**src/rtl/kdc_pkg.sv**
```systemverilog
package kdc_pkg;
   localparam int DIGIT_W = 4;
   localparam int SEG_W   = 7;

   typedef logic [DIGIT_W-1:0] bcd_t;
   typedef logic [SEG_W-1:0]   seg_t;

   // active-high pattern, bit0 = segment a ... bit6 = segment g
   function automatic seg_t bcd_to_seg(input bcd_t d);
      seg_t s;
      case (d)
         4'd0:    s = 7'h3F;
         4'd1:    s = 7'h06;
         4'd2:    s = 7'h5B;
         4'd3:    s = 7'h4F;
         4'd4:    s = 7'h66;
         4'd5:    s = 7'h6D;
         4'd6:    s = 7'h7D;
         4'd7:    s = 7'h07;
         4'd8:    s = 7'h7F;
         4'd9:    s = 7'h6F;
         default: s = 7'h00;
      endcase
      return s;
   endfunction
endpackage

```
**src/rtl/kdc_key_filter.sv**
```systemverilog
module kdc_key_filter #(
   parameter int DEBOUNCE_CYCLES = 500000,
   parameter bit PRESS_LEVEL     = 1'b1
) (
   input  logic clk,
   input  logic arst,
   input  logic key_raw,
   output logic release_pulse
);
   localparam int CNT_W = $clog2(DEBOUNCE_CYCLES + 1);

   logic             key_act;
   logic [1:0]       sync_q;
   logic             state_q;
   logic [CNT_W-1:0] cnt_q;
   logic             rel_q;

   // normalise polarity so that 1 means pressed
   generate
      if (PRESS_LEVEL) begin : g_act_high
         assign key_act = key_raw;
      end else begin : g_act_low
         assign key_act = ~key_raw;
      end
   endgenerate

   always_ff @(posedge clk or posedge arst) begin
      if (arst) begin
         sync_q  <= '0;
         state_q <= 1'b0;
         cnt_q   <= '0;
         rel_q   <= 1'b0;
      end else begin
         sync_q <= {sync_q[0], key_act};
         rel_q  <= 1'b0;
         if (sync_q[1] != state_q) begin
            if (cnt_q == CNT_W'(DEBOUNCE_CYCLES - 1)) begin
               state_q <= sync_q[1];
               cnt_q   <= '0;
               rel_q   <= state_q;   // accepted 1->0 means release
            end else begin
               cnt_q <= cnt_q + 1'b1;
            end
         end else begin
            cnt_q <= '0;
         end
      end
   end

   assign release_pulse = rel_q;
endmodule

```
**src/rtl/kdc_bcd_tally.sv**
```systemverilog
module kdc_bcd_tally
   import kdc_pkg::*;
(
   input  logic clk,
   input  logic arst,
   input  logic step_up,
   input  logic step_dn,
   output bcd_t tens,
   output bcd_t units
);
   bcd_t tens_q, units_q;
   logic inc, dec;

   assign inc = step_up & ~step_dn;
   assign dec = step_dn & ~step_up;

   always_ff @(posedge clk or posedge arst) begin
      if (arst) begin
         tens_q  <= '0;
         units_q <= '0;
      end else if (inc) begin
         if (units_q == 4'd9) begin
            units_q <= '0;
            tens_q  <= (tens_q == 4'd9) ? 4'd0 : tens_q + 4'd1;
         end else begin
            units_q <= units_q + 4'd1;
         end
      end else if (dec) begin
         if (units_q == 4'd0) begin
            units_q <= 4'd9;
            tens_q  <= (tens_q == 4'd0) ? 4'd9 : tens_q - 4'd1;
         end else begin
            units_q <= units_q - 4'd1;
         end
      end
   end

   assign tens  = tens_q;
   assign units = units_q;
endmodule

```
**src/rtl/kdc_digit_scan.sv**
```systemverilog
module kdc_digit_scan
   import kdc_pkg::*;
#(
   parameter int SCAN_CYCLES = 50000
) (
   input  logic       clk,
   input  logic       arst,
   input  bcd_t       tens,
   input  bcd_t       units,
   output seg_t       seg,
   output logic [1:0] dig_n
);
   localparam int SCW = $clog2(SCAN_CYCLES + 1);

   logic [SCW-1:0] tick_q;
   logic           sel_q;   // 0 = units, 1 = tens

   always_ff @(posedge clk or posedge arst) begin
      if (arst) begin
         tick_q <= '0;
         sel_q  <= 1'b0;
      end else if (tick_q == SCW'(SCAN_CYCLES - 1)) begin
         tick_q <= '0;
         sel_q  <= ~sel_q;
      end else begin
         tick_q <= tick_q + 1'b1;
      end
   end

   assign dig_n = sel_q ? 2'b01 : 2'b10;
   assign seg   = bcd_to_seg(sel_q ? tens : units);
endmodule

```
**src/rtl/dual_key_decade_display.sv**
```systemverilog
module dual_key_decade_display
   import kdc_pkg::*;
#(
   parameter int CLK_HZ          = 50_000_000,
   parameter int DEBOUNCE_CYCLES = CLK_HZ / 100,
   parameter int SCAN_CYCLES     = CLK_HZ / 1000,
   parameter bit PRESS_LEVEL     = 1'b1
) (
   input  logic       clk,
   input  logic       arst,
   input  logic       key_up,
   input  logic       key_dn,
   output logic [6:0] seg,
   output logic [1:0] dig_n
);
   localparam int NKEYS = 2;

   generate
      if (DEBOUNCE_CYCLES < 2) begin : g_bad_deb
         $error("DEBOUNCE_CYCLES must be at least 2");
      end
      if (SCAN_CYCLES < 1) begin : g_bad_scan
         $error("SCAN_CYCLES must be at least 1");
      end
   endgenerate

   logic [NKEYS-1:0] key_raw;
   logic [NKEYS-1:0] steps;
   logic             up_step, dn_step;
   bcd_t             tens_q, units_q;

   assign key_raw = {key_dn, key_up};

   for (genvar k = 0; k < NKEYS; k++) begin : g_key
      kdc_key_filter #(
         .DEBOUNCE_CYCLES(DEBOUNCE_CYCLES),
         .PRESS_LEVEL    (PRESS_LEVEL)
      ) u_flt (
         .clk          (clk),
         .arst         (arst),
         .key_raw      (key_raw[k]),
         .release_pulse(steps[k])
      );
   end

   assign up_step = steps[0];
   assign dn_step = steps[1];

   kdc_bcd_tally u_tally (
      .clk    (clk),
      .arst   (arst),
      .step_up(up_step),
      .step_dn(dn_step),
      .tens   (tens_q),
      .units  (units_q)
   );

   kdc_digit_scan #(.SCAN_CYCLES(SCAN_CYCLES)) u_scan (
      .clk  (clk),
      .arst (arst),
      .tens (tens_q),
      .units(units_q),
      .seg  (seg),
      .dig_n(dig_n)
   );
endmodule

```
**config.mk**
```make
export PLATFORM = sky130hd
export DESIGN_NAME = dual_key_decade_display
export DESIGN_NICKNAME = d
export VERILOG_FILES = /design/src/rtl/kdc_pkg.sv /design/src/rtl/kdc_key_filter.sv /design/src/rtl/kdc_bcd_tally.sv /design/src/rtl/kdc_digit_scan.sv /design/src/rtl/dual_key_decade_display.sv
export SDC_FILE = /design/constraint.sdc
export NUM_CORES = 1
export LEC_CHECK = 0
export ABC_AREA = 1
export BUFFER_PORTS_ARGS = -buffer_cell sky130_fd_sc_hd__buf_4
export CAP_MARGIN = 15
export CORE_MARGIN = 3
export CORE_UTILIZATION = 50
export CTS_CLUSTER_DIAMETER = 200
export CTS_CLUSTER_SIZE = 40
export DETAILED_ROUTE_END_ITERATION = 8
export PLACE_DENSITY = 0.69
export SETUP_SLACK_MARGIN = 0.1
export SYNTH_ARGS = -nofsm -noshare
export SYNTH_HDL_FRONTEND = slang
export SYNTH_SLANG_ARGS = --single-unit
```
**constraint.sdc**
```tcl
create_clock -name clk -period 2 [get_ports clk]
set_input_delay 0.2 -clock clk [delete_from_list [all_inputs] [get_ports clk]]
set_output_delay 0.2 -clock clk [all_outputs]
set_load 0.1 [all_outputs]
```
==> impl_metrics.env <==
export IMPL_ff2ff_setup_slack_ps=400
export IMPL_worstRegToRegCells=6
export IMPL_grtUsageMet3=0.0450
export IMPL_syn_instance_count=583
export IMPL_die_area_um2=9560
export IMPL_syn_area_um2=4210
export IMPL_yosysSeqAreaShare=0.422
export IMPL_dr_total_vias=3695
export IMPL_dp_cells=699
export IMPL_syn_num_nets=597
export IMPL_drt_first_pass_iters=4
export IMPL_place_area_um2=4590
export IMPL_grt_pass1_vias=3504
export IMPL_critPathLaunchType="flip-flop"
export IMPL_fin_crit_ps=2120
export IMPL_port_buffers=12
export IMPL_start_util=0.529
export IMPL_rsz0062_at_grt="true"
export IMPL_use_met1=0.251
export IMPL_worstHoldEndpoint="g_key[1].u_flt.sync_q[1]"
export IMPL_drtIter0Drc=194
export IMPL_die_y_um=97.8
export IMPL_finish_instance_area_um2=5040
export IMPL_final_common_cell="nand2_1"
export IMPL_setup_slack_ps=-122
export IMPL_peakVddDrop_mv=0.478
export IMPL_path_clk_slew_ps=80
export IMPL_hold_class="flip-flop to flip-flop"
export IMPL_final_cell_count_no_fill=726
export IMPL_critPathKind="flip-flop to primary output"
export IMPL_cts_buffer_depth=2
export IMPL_final_antenna_net_count=0
export IMPL_worst_hold_path_num_cells=0
export IMPL_max_freq_ghz=0.471
export IMPL_synth_top_area_cell="dfrtp_1"
export IMPL_grt_antenna_before_repair=0
export IMPL_r2r_start="g_key[0].u_flt.cnt_q[0]"
export IMPL_cts_sinks=71
export IMPL_cts_root_buffer="clkbuf_8"
export IMPL_ys_types=34
export IMPL_maxCapViolations=0
export IMPL_dp_slack_ps=-74.9
export IMPL_drv_slew=0
export IMPL_antennaDiodeCount=0
export IMPL_met2_usage=0.307
export IMPL_vias_per_cell=5.09
export IMPL_powerDensity_nw_per_um2=552
export IMPL_yosysWarnings=0
export IMPL_cp_required_ps=1800
export IMPL_ys_ff_latch=71
export IMPL_nNetsFinal=633
export IMPL_grt_start_max_net_pins=49
export IMPL_place_gp_congestion=0.876
export IMPL_violations="negative setup slack"
export IMPL_fill_cells=699
export IMPL_cts_buffers=9
export IMPL_syn_to_final_growth_pct=19.7
export IMPL_synth_top_cell_area_share=0.422
export IMPL_crit_fanout=5
export IMPL_tightest_slew_ps=539
export IMPL_r2r_end="g_key[0].u_flt.cnt_q[1]"
export IMPL_place_hpwl_um=6280
export IMPL_overflow=0
export IMPL_grt_pass1_wl_um=15200
export IMPL_std_cell_rows=32
export IMPL_tritoncts="done"
export IMPL_mostFrequentLayoutCells="144 x nand2_1, 123 x nor2_1, 75 x inv_1, 70 x dfrtp_1, 28 x nand3_1"
export IMPL_wl_um=8600
export IMPL_end_kind="primary output"
export IMPL_clock_latency_ps=340
export IMPL_drc_errors=0
export IMPL_dieWidth_um=97.8
export IMPL_avgSynthCellArea_um2=7.22
export IMPL_relSlewSlack=0.640
export IMPL_crit_start="u_scan.sel_q"
export IMPL_finClkSkew_ps=14.3
export IMPL_num_io_pins=13
export IMPL_min_delay_start="g_key[1].u_flt.sync_q[0]"
export IMPL_synth_area_leaders="dfrtp_1 42%, nand2_1 13%, nor2_1 11%"
export IMPL_coreArea_um2=7970
export IMPL_wire_per_inst_um=11.9
export IMPL_p_leak_nw=2.31
export IMPL_hold_viol=0
export IMPL_outcome="complete, but fails checks"
export IMPL_htreeDepth=3
export IMPL_grt_most_used_layer="met2"
export IMPL_post_route_period_util=1.06
export IMPL_drive_above_1_share=0.152
export IMPL_setup_viol=6
export IMPL_grt_usage=0.191
export IMPL_arrival_ps=1920
-- cells by family after synthesis --
group	after synthesis	synth area share
DFF	71	0.422
adders and majority gates	10	0.0297
xor gates and xnor gates	22	0.0475
AOI/OAI and AO/OA	49	0.0683
buffers and inverters	85	0.0772
and+or+nand+nor	346	0.355
-- per-layer routing --
layer,wire [um],share of wire,up-vias
li1,-,-,1887
met1,4050,0.47,1713
met2,4030,0.47,76
met3,353,0.041,19
met4,176,0.020,0
met5,0,0,-
-- report_power, final --
part | switching (mW) | leakage (nW) | total [mW] | internal, mW
logic | 0.0575 | 1.24 | 0.0841 | 0.0266
registers | 0.0116 | 0.962 | 1.46 | 1.45
clock network | 0.536 | 0.107 | 1.24 | 0.706
total | 0.605 | 2.31 | 2.79 | 2.18
-- through the flow --
stage	setup TNS, ps	power (mW)	hold WS, ps	utilization
floorplan	-26.4	1.54	231	-
global placement	0	1.57	284	0.576
detailed placement	-110	1.57	283	0.576
CTS	-678	2.83	352	0.629
global route	-1100	2.90	362	0.633
finish	-542	2.79	350	0.633
-- critical path: stages, from the launching register on --
cell and delay (ps):
dfrtp_2 420, buf_6 140, o21ai_4 140, inv_2 70, ha_2 180, or2_4 250, a31oi_4 190, buf_12 190
-- registers in the layout (all words and copies together) (netlist names) --
name                       flops
g_key.u_flt.cnt_q             38
u_scan.tick_q                 16
g_key.u_flt.sync_q             4
u_tally.tens                   4
u_tally.units                  4
g_key.u_flt.release_pulse      2
g_key.u_flt.state_q            2
u_scan.sel_q                   1
-- layout make-up --
cell class	instances	area (um2)	share of cell area
clock buffer	11	131	0.0261
clock inverter	5	82.6	0.0164
timing repair buffer	28	332	0.0658
sequential	71	1780	0.353
multi-input combinational	427	2280	0.452
tap	102	128	0.0253
inverter	82	314	0.0623
-- worst max-delay path by stage --
stage             end  slack (ps)  depth (start not counted)
4_1_cts        seg[0]        -150                         10
6_report       seg[5]        -120                          7
3_3_place_gp   seg[0]          10                         10
3_5_place_dp   seg[0]         -70                         10
5_1_grt        seg[0]        -210                         10
2_1_floorplan  seg[5]         -30                          6
-- cell usage after synthesis, drive strengths merged --
cell and number:
a31oi 5, nand2 155, inv 82, nand3 33, a21oi 14, o21bai 1, or2 1, xor2 20
o21a 2, ha 10, xnor2 2, dfrtp 71, nor3 10, o21ai 24, nor2 136, buf 3
nand4 9, o211ai 2, o22ai 1, nor3b 2
-- repair_timing --
item,4_1_cts,5_1_grt
setup buffers,7,1
cloned,0,0
pin swaps,8,3
endpoints found under the hold margin,25,0
setup endpoints to repair,7,7
hold buffers,3,0
resized for setup,35,6
(Power assumes the default switching activity.)
